File: config.mk
export PLATFORM = sky130hd
export DESIGN_NAME = cic_trunc_decim
export DESIGN_NICKNAME = d
export VERILOG_FILES = /design/src/rtl/cic_pkg.sv /design/src/rtl/cic_integ_chain.sv /design/src/rtl/cic_phase.sv /design/src/rtl/cic_comb_chain.sv /design/src/rtl/cic_trunc_decim.sv
export SDC_FILE = /design/constraint.sdc
export NUM_CORES = 1
export LEC_CHECK = 0
export ABC_AREA = 1
export BUFFER_PORTS_ARGS = -buffer_cell sky130_fd_sc_hd__buf_2
export CAP_MARGIN = 20
export CORE_MARGIN = 2
export CORE_UTILIZATION = 45
export CTS_CLUSTER_SIZE = 30
export DETAILED_ROUTE_END_ITERATION = 8
export PLACE_DENSITY = 0.64
export SLEW_MARGIN = 20
export SYNTH_ARGS = -nofsm -noshare
export SYNTH_HDL_FRONTEND = slang
export SYNTH_SLANG_ARGS = --single-unit
File: constraint.sdc
create_clock -name clk -period 5.6 [get_ports clk]
set_clock_uncertainty 0.1 [all_clocks]
set_input_delay 0.56 -clock clk [delete_from_list [all_inputs] [get_ports clk]]
set_output_delay 0.56 -clock clk [all_outputs]
set_load 0.005 [all_outputs]
File: src/rtl/cic_pkg.sv
package cic_pkg;
  // Width of one entry in a packed per-stage width list.
  localparam int WFIELD = 8;

  function automatic int stage_w(input logic [63:0] wlist, input int k);
    return int'(wlist[k*WFIELD +: WFIELD]);
  endfunction
endpackage

File: src/rtl/cic_integ_chain.sv
module cic_integ_chain #(
  parameter int          IN_W   = 5,
  parameter int          NSTAGE = 5,
  parameter logic [63:0] WLIST  = {24'd0, 8'd16, 8'd18, 8'd20, 8'd22, 8'd25},
  parameter int          OUT_W  = 16
) (
  input  logic                    clk,
  input  logic                    rst,
  input  logic                    ce,
  input  logic signed [IN_W-1:0]  in_data,
  output logic [OUT_W-1:0]        last_acc
);
  import cic_pkg::*;

  for (genvar k = 0; k < NSTAGE; k++) begin : g_stage
    localparam int W = stage_w(WLIST, k);
    logic signed [W-1:0] acc;
    logic signed [W-1:0] addend;

    if (k == 0) begin : g_first
      assign addend = W'(in_data);
    end else begin : g_next
      localparam int PW = stage_w(WLIST, k-1);
      // registered value of the previous stage, low bits dropped
      assign addend = signed'(g_stage[k-1].acc[PW-1 -: W]);
    end

    always_ff @(posedge clk) begin
      if (rst)     acc <= '0;
      else if (ce) acc <= acc + addend;
    end
  end

  assign last_acc = g_stage[NSTAGE-1].acc;
endmodule

File: src/rtl/cic_phase.sv
module cic_phase #(
  parameter int RATE_LOG2 = 4
) (
  input  logic clk,
  input  logic rst,
  input  logic ce,
  output logic dec_stb
);
  localparam logic [RATE_LOG2-1:0] LAST = '1;
  logic [RATE_LOG2-1:0] phase;

  always_ff @(posedge clk) begin
    if (rst) begin
      phase   <= '0;
      dec_stb <= 1'b0;
    end else begin
      dec_stb <= ce && (phase == LAST);
      if (ce) phase <= phase + 1'b1;
    end
  end
endmodule

File: src/rtl/cic_comb_chain.sv
module cic_comb_chain #(
  parameter int NSTAGE = 5,
  parameter int W      = 16
) (
  input  logic         clk,
  input  logic         rst,
  input  logic         stb,
  input  logic [W-1:0] din,
  output logic         out_valid,
  output logic [W-1:0] out_data
);
  logic [NSTAGE:0][W-1:0] tap;
  assign tap[0] = din;

  for (genvar k = 0; k < NSTAGE; k++) begin : g_comb
    logic [W-1:0] dly;
    assign tap[k+1] = tap[k] - dly;
    always_ff @(posedge clk) begin
      if (rst)      dly <= '0;
      else if (stb) dly <= tap[k];
    end
  end

  always_ff @(posedge clk) begin
    if (rst) begin
      out_valid <= 1'b0;
      out_data  <= '0;
    end else begin
      out_valid <= stb;
      if (stb) out_data <= tap[NSTAGE];
    end
  end
endmodule

File: src/rtl/cic_trunc_decim.sv
module cic_trunc_decim #(
  parameter int          IN_W      = 5,
  parameter int          NSTAGE    = 5,
  parameter int          RATE_LOG2 = 4,
  parameter logic [63:0] WLIST     = {24'd0, 8'd16, 8'd18, 8'd20, 8'd22, 8'd25},
  parameter int          OUT_W     = 16
) (
  input  logic                   clk,
  input  logic                   rst,
  input  logic                   in_valid,
  input  logic signed [IN_W-1:0] in_data,
  output logic                   out_valid,
  output logic [OUT_W-1:0]       out_data
);
  logic [OUT_W-1:0] last_acc;
  logic             dec_stb;

  cic_integ_chain #(.IN_W(IN_W), .NSTAGE(NSTAGE), .WLIST(WLIST), .OUT_W(OUT_W)) u_integ (
    .clk(clk), .rst(rst), .ce(in_valid), .in_data(in_data), .last_acc(last_acc)
  );

  cic_phase #(.RATE_LOG2(RATE_LOG2)) u_phase (
    .clk(clk), .rst(rst), .ce(in_valid), .dec_stb(dec_stb)
  );

  cic_comb_chain #(.NSTAGE(NSTAGE), .W(OUT_W)) u_comb (
    .clk(clk), .rst(rst), .stb(dec_stb), .din(last_acc),
    .out_valid(out_valid), .out_data(out_data)
  );
endmodule

Word level (Yosys, flattened, before mapping)
Index checks and enable logic that the tools add are counted.
Widths: inputs -> output; s select.

operators by class
  add/subtract/negate cells = 11
  equal/unequal tests = 1
  reduce and logical (&&, ||, !) cells = 1

operator list
  cell                 count
  $sub 16x16->16       5
  $add 25x5->25        1
  $add 22x22->22       1
  $add 20x20->20       1
  $add 18x18->18       1
  $add 16x16->16       1
  $add 4x1->4 const B  1
  $eq 4x4->1 const B   1
  $logic_and 1x1->1    1

storage, ports and cells
  register bits = 203
  input port bits = 8

Logic depth before layout (Yosys ltp)
  word-level depth = 5
  depth in mapped cells = 39
  mapped depth without buffers = 39

Cells and area by module
Synthesis repeated with hierarchy kept, for this count alone.

unflattened totals
  cell total of the unflattened synthesis = 2751
  area total of the unflattened synthesis = 17000.1 sq um

modules (own cells, without submodules)
  module           instances  cells an instance  area each (sq um)  seq. area each (sq um)
  cic_integ_chain  1          1745               9880.7             2021.9
  cic_comb_chain   1          980                6921.6             1941.9
  cic_phase        1          26                 197.7              100.1

Least setup slack after synthesis
OpenSTA, ideal clock, no wires.

  path type = flip-flop to flip-flop
  start point = register u_integ.g_stage[4].acc[0], in the netlist u_integ.last_acc[0]
  end point = register u_comb.out_data[15]
  setup time = 0.056 ns
  arrival time = 5.427 ns
  slack = 0.017 ns
  cell stages (with the launch flop) = 35
  cell sequence = dfxtp_1 > inv_1 > ha_1 > fa_1 > inv_1 > a31oi_1 > o21ai_0 > xor2_1 > ha_1 > a21oi_1 > a21boi_0 > nand2_1 > a31oi_1 > o21a_1 > o21ai_0 > xor2_1 > ha_1 > inv_1 > nor3_1 > nand3_1 > nand2_1 > xor2_1 > ha_1 > or2_2 > nand2_1 > ha_1 > nand2_1 > inv_1 > a221oi_1 > o21ai_0 > inv_1 > nand3_1 > nand3_1 > nand2_1 > inv_1

RTL lines
  element                   line                   RTL
  start: declaration        cic_integ_chain.sv:17  logic signed [W-1:0] acc;
  start signal: assignment  cic_integ_chain.sv:30  else if (ce) acc <= acc + addend;
  end signal: assignment    cic_comb_chain.sv:30   if (stb) out_data <= tap[NSTAGE];
  end: declaration          cic_comb_chain.sv:10   output logic [W-1:0] out_data

==> summary.md <==
| Metric | Value |
|---|---|
| Number of synthesized flops with an enable pin | 0 |
| I/O Pins | 25 |
| H-tree Lvls | 1 |
| Cells after DPL | 2668 |
| Setup crit end kind | flop |
| DR iter-0 viols | 549 |
| Layout Nets | 2463 |
| Largest family of logic cells by synthesized area | compound AO/OA/AOI/OAI gates |
| Syn_area_per_cell | 7.02 sq um |
| Initial core utilization | 0.460 |
| Inserted Clock Buffers | 24 |
| WS Path Type | reg2reg |
| CTS tree | done |
| Layout area overhead | 19.7% |
| Worst-Skew Late Latency | 0.53 ns |
| N_diodes | 0 |
| Most numerous cell in the Yosys netlist | inv_1 |
| Placed inst area | 16400 sq um |
| Critical path's slowest cell | fa_2 |
| Distinct cell type count after synthesis | 46 |
| Vias in the first global route | 13500 |
| Placeable Area | 32700 sq um |
| Multiplexer share of the synthesized area | 0 |
| Die H | 187 um |
| Post-synthesis sequential area ratio | 0.270 |
| Commonest cells post-synth | 369 x inv_1, 271 x a21oi_1, 234 x nand2_1, 220 x o21ai_0, 211 x nor2_1 |
| Req. time, crit path | 5.97 ns |
| GP Congestion | 0.877 |
| Largest net degree at the start of global routing | 116 |
| Failing checks | negative setup slack |
| Post-Synth Simple-Gate Area | 0.154 |
| Actual slew at the worst max-slew pin | 1.06 ns |
| Class of the worst hold path | in2reg |
| TritonRoute pass-1 iters | 5 |
| Max transition margin | 0.295 |
| Non-filler instance count after layout | 2731 |
| Vias/cell | 5.09 |
| Post-synth top area cell | dfxtp_1 |
| Synthesized area | 15000 sq um |
| Initial antenna violation count | 0 |
| Area fraction of the dominant cell type after synthesis | 0.270 |
| Setup_tns | -0.312 ns |
| Share of cells above drive strength 1 | 0.152 |
| Area contributors post-synth | dfxtp_1 27%, ha_1 14%, inv_1 9.2% |
| Final Slew Violations | 0 |
| RSZ-0062 raised after global routing | yes |
| Outcome | finished, violations left |
| Synthesized flop and latch total | 203 |
| Syn_nets | 2330 |
| # rows | 66 |
| Die W | 187 um |
| Hold Startpoint | in_data[0] |
| Final WL | 34900 um |
| Port-buffer cells | 24 |
| Synth Flop Type | dfxtp_1 |
| Final instance area | 18000 sq um |
| Post-Synthesis Cells | 2140 |
| Final Setup Violations | 3 |
| CTS clk-pin slew, worst paths | 0.06 ns |
| First-pass GRT wire length | 59300 um |
| DP HPWL | 24800 um |
| Congestion Overflow GR | 0 |
| Clk sink count | 203 |
| Worst path max stage delay | 0.39 ns |
| Fin. Hold Viols | 0 |
| Compound-cell area share of the yosys netlist | 0.229 |
| Worst hold slack | 0.281 ns |
| Fin crit period | 5.77 ns |
| Worst Setup Start Kind | flop |
| CP arrival | 6.14 ns |
| Asr flop ratio synth | 0 |
| Die area | 34900 sq um |
| Ys Warns | 0 |
| Post-synthesis adder-cell area fraction | 0.156 |
| Worst-path fanout max | 4 |
| DRT antenna net count | 0 |
| F_max | 173 MHz |
| CTS max path bufs | 3 |
| Xor and xnor area share after synthesis | 0.0792 |
| Avg WL per Cell | 12.8 um |
| Via count | 13900 |
| Overall routing resource usage | 0.195 |
| Critical Path Source | u_integ.last_acc[0] |
| CP dominant cell by count | nand2_1 |
| RR Startpoint | u_integ.last_acc[0] |
| Max Cap Viol | 0 |
| # DRC | 0 |
| Final setup margin | -0.170 ns |
| Fin crit share | 1.03 |
| Root buf cell | clkbuf_16 |
## critical path: cells and delay by family, from the launching register on
family | cells | cell delay, ns
adder cells (fa/ha/maj) | 6 | 1.77
AO/OA/AOI/OAI | 9 | 1.39
AND/OR/NAND/NOR | 10 | 1.08
buffers and inverters | 7 | 0.52
XOR/XNOR | 3 | 0.51
flip-flops | 1 | 0.33
## through the flow
stage	utilization	worst slack [ns]
after floorplan	-	0.0174
after global placement	0.501	-0.207
after detailed placement	0.501	-0.420
after CTS	0.535	-0.0456
after global routing	0.550	-0.545
final	0.550	-0.170
## cell type report
class | count | area, sq um
repair buffers | 173 | 1250
flip-flops and latches | 203 | 4070
clock buffers | 36 | 737
multi-input cells | 1501 | 9930
clock inverters | 6 | 57.6
fillers | 3120 | 14700
inverters | 370 | 1390
well taps | 442 | 553
## layout by cell type, fill, tap and decap left out, types with 5 or more instances in the layout
cell type and n:
nor3_1 6, clkbuf_8 7, clkbuf_16 25, inv_1 362, fa_1 9, ha_1 158, o21ai_2 12, ha_4 11
nand2_1 225, buf_4 149, o21a_1 7, xor2_1 67, inv_2 8, dfxtp_1 200, a21o_1 13, o211ai_1 23
o221ai_1 5, nand4_1 9, a21oi_2 28, a31oi_1 7, xnor2_1 50, buf_2 22, nor2_1 209, a21oi_1 249
o21bai_1 12, nand2_2 13, a211oi_1 6, nor4_1 9, nand3_2 9, o21ai_0 213, xnor2_2 7, nand3_1 65
o21ai_1 20, xor2_2 10
## worst paths after layout
check	depth (start not counted)	endpoint	slack, ns
hold / removal	4	u_integ.g_stage[0].acc[0]	0.28
setup reg to reg	35	u_comb.out_data[15]	-0.17
hold reg to reg	2	u_phase.dec_stb	0.36
setup / recovery	35	u_comb.out_data[15]	-0.17
## routing by layer
layer / track usage / routed length [um] / share of wire / vias up
met5: 0 / 0 / 0 / -
met4: 0.0549 / 990 / 0.028 / 0
met3: 0.0203 / 765 / 0.022 / 69
met2: 0.373 / 17400 / 0.50 / 148
met1: 0.227 / 15800 / 0.45 / 6356
li1: - / - / - / 7333
## flip-flops by register name, summed over array words and instances (netlist names)
signal	cells
u_integ.g_stage.acc	85
u_comb.g_comb.dly	80
u_comb.out_data	16
u_integ.last_acc	16
u_phase.phase	4
u_comb.out_valid	1
u_phase.dec_stb	1
## cells by family (layout without fill, tap and decap cells)
family	count (synthesis)	in the layout
adders and majority gates	182	182
and+or+nand+nor	558	558
DFF	203	203
AOI/OAI and AO/OA	625	625
buffers and inverters	436	585
xor gates and xnor gates	136	136
## what timing repair did
| item | 4_1_cts | 5_1_grt |
|---|---|---|
| resized for setup | 48 | 76 |
| hold buffers | 0 | 0 |
| buffers inserted | 11 | 10 |
| pin swaps | 22 | 60 |
| setup endpoints to repair | 7 | 9 |
Power is not shown: default switching activity piles up to over one toggle a cycle in this logic, so the estimate is an artifact.
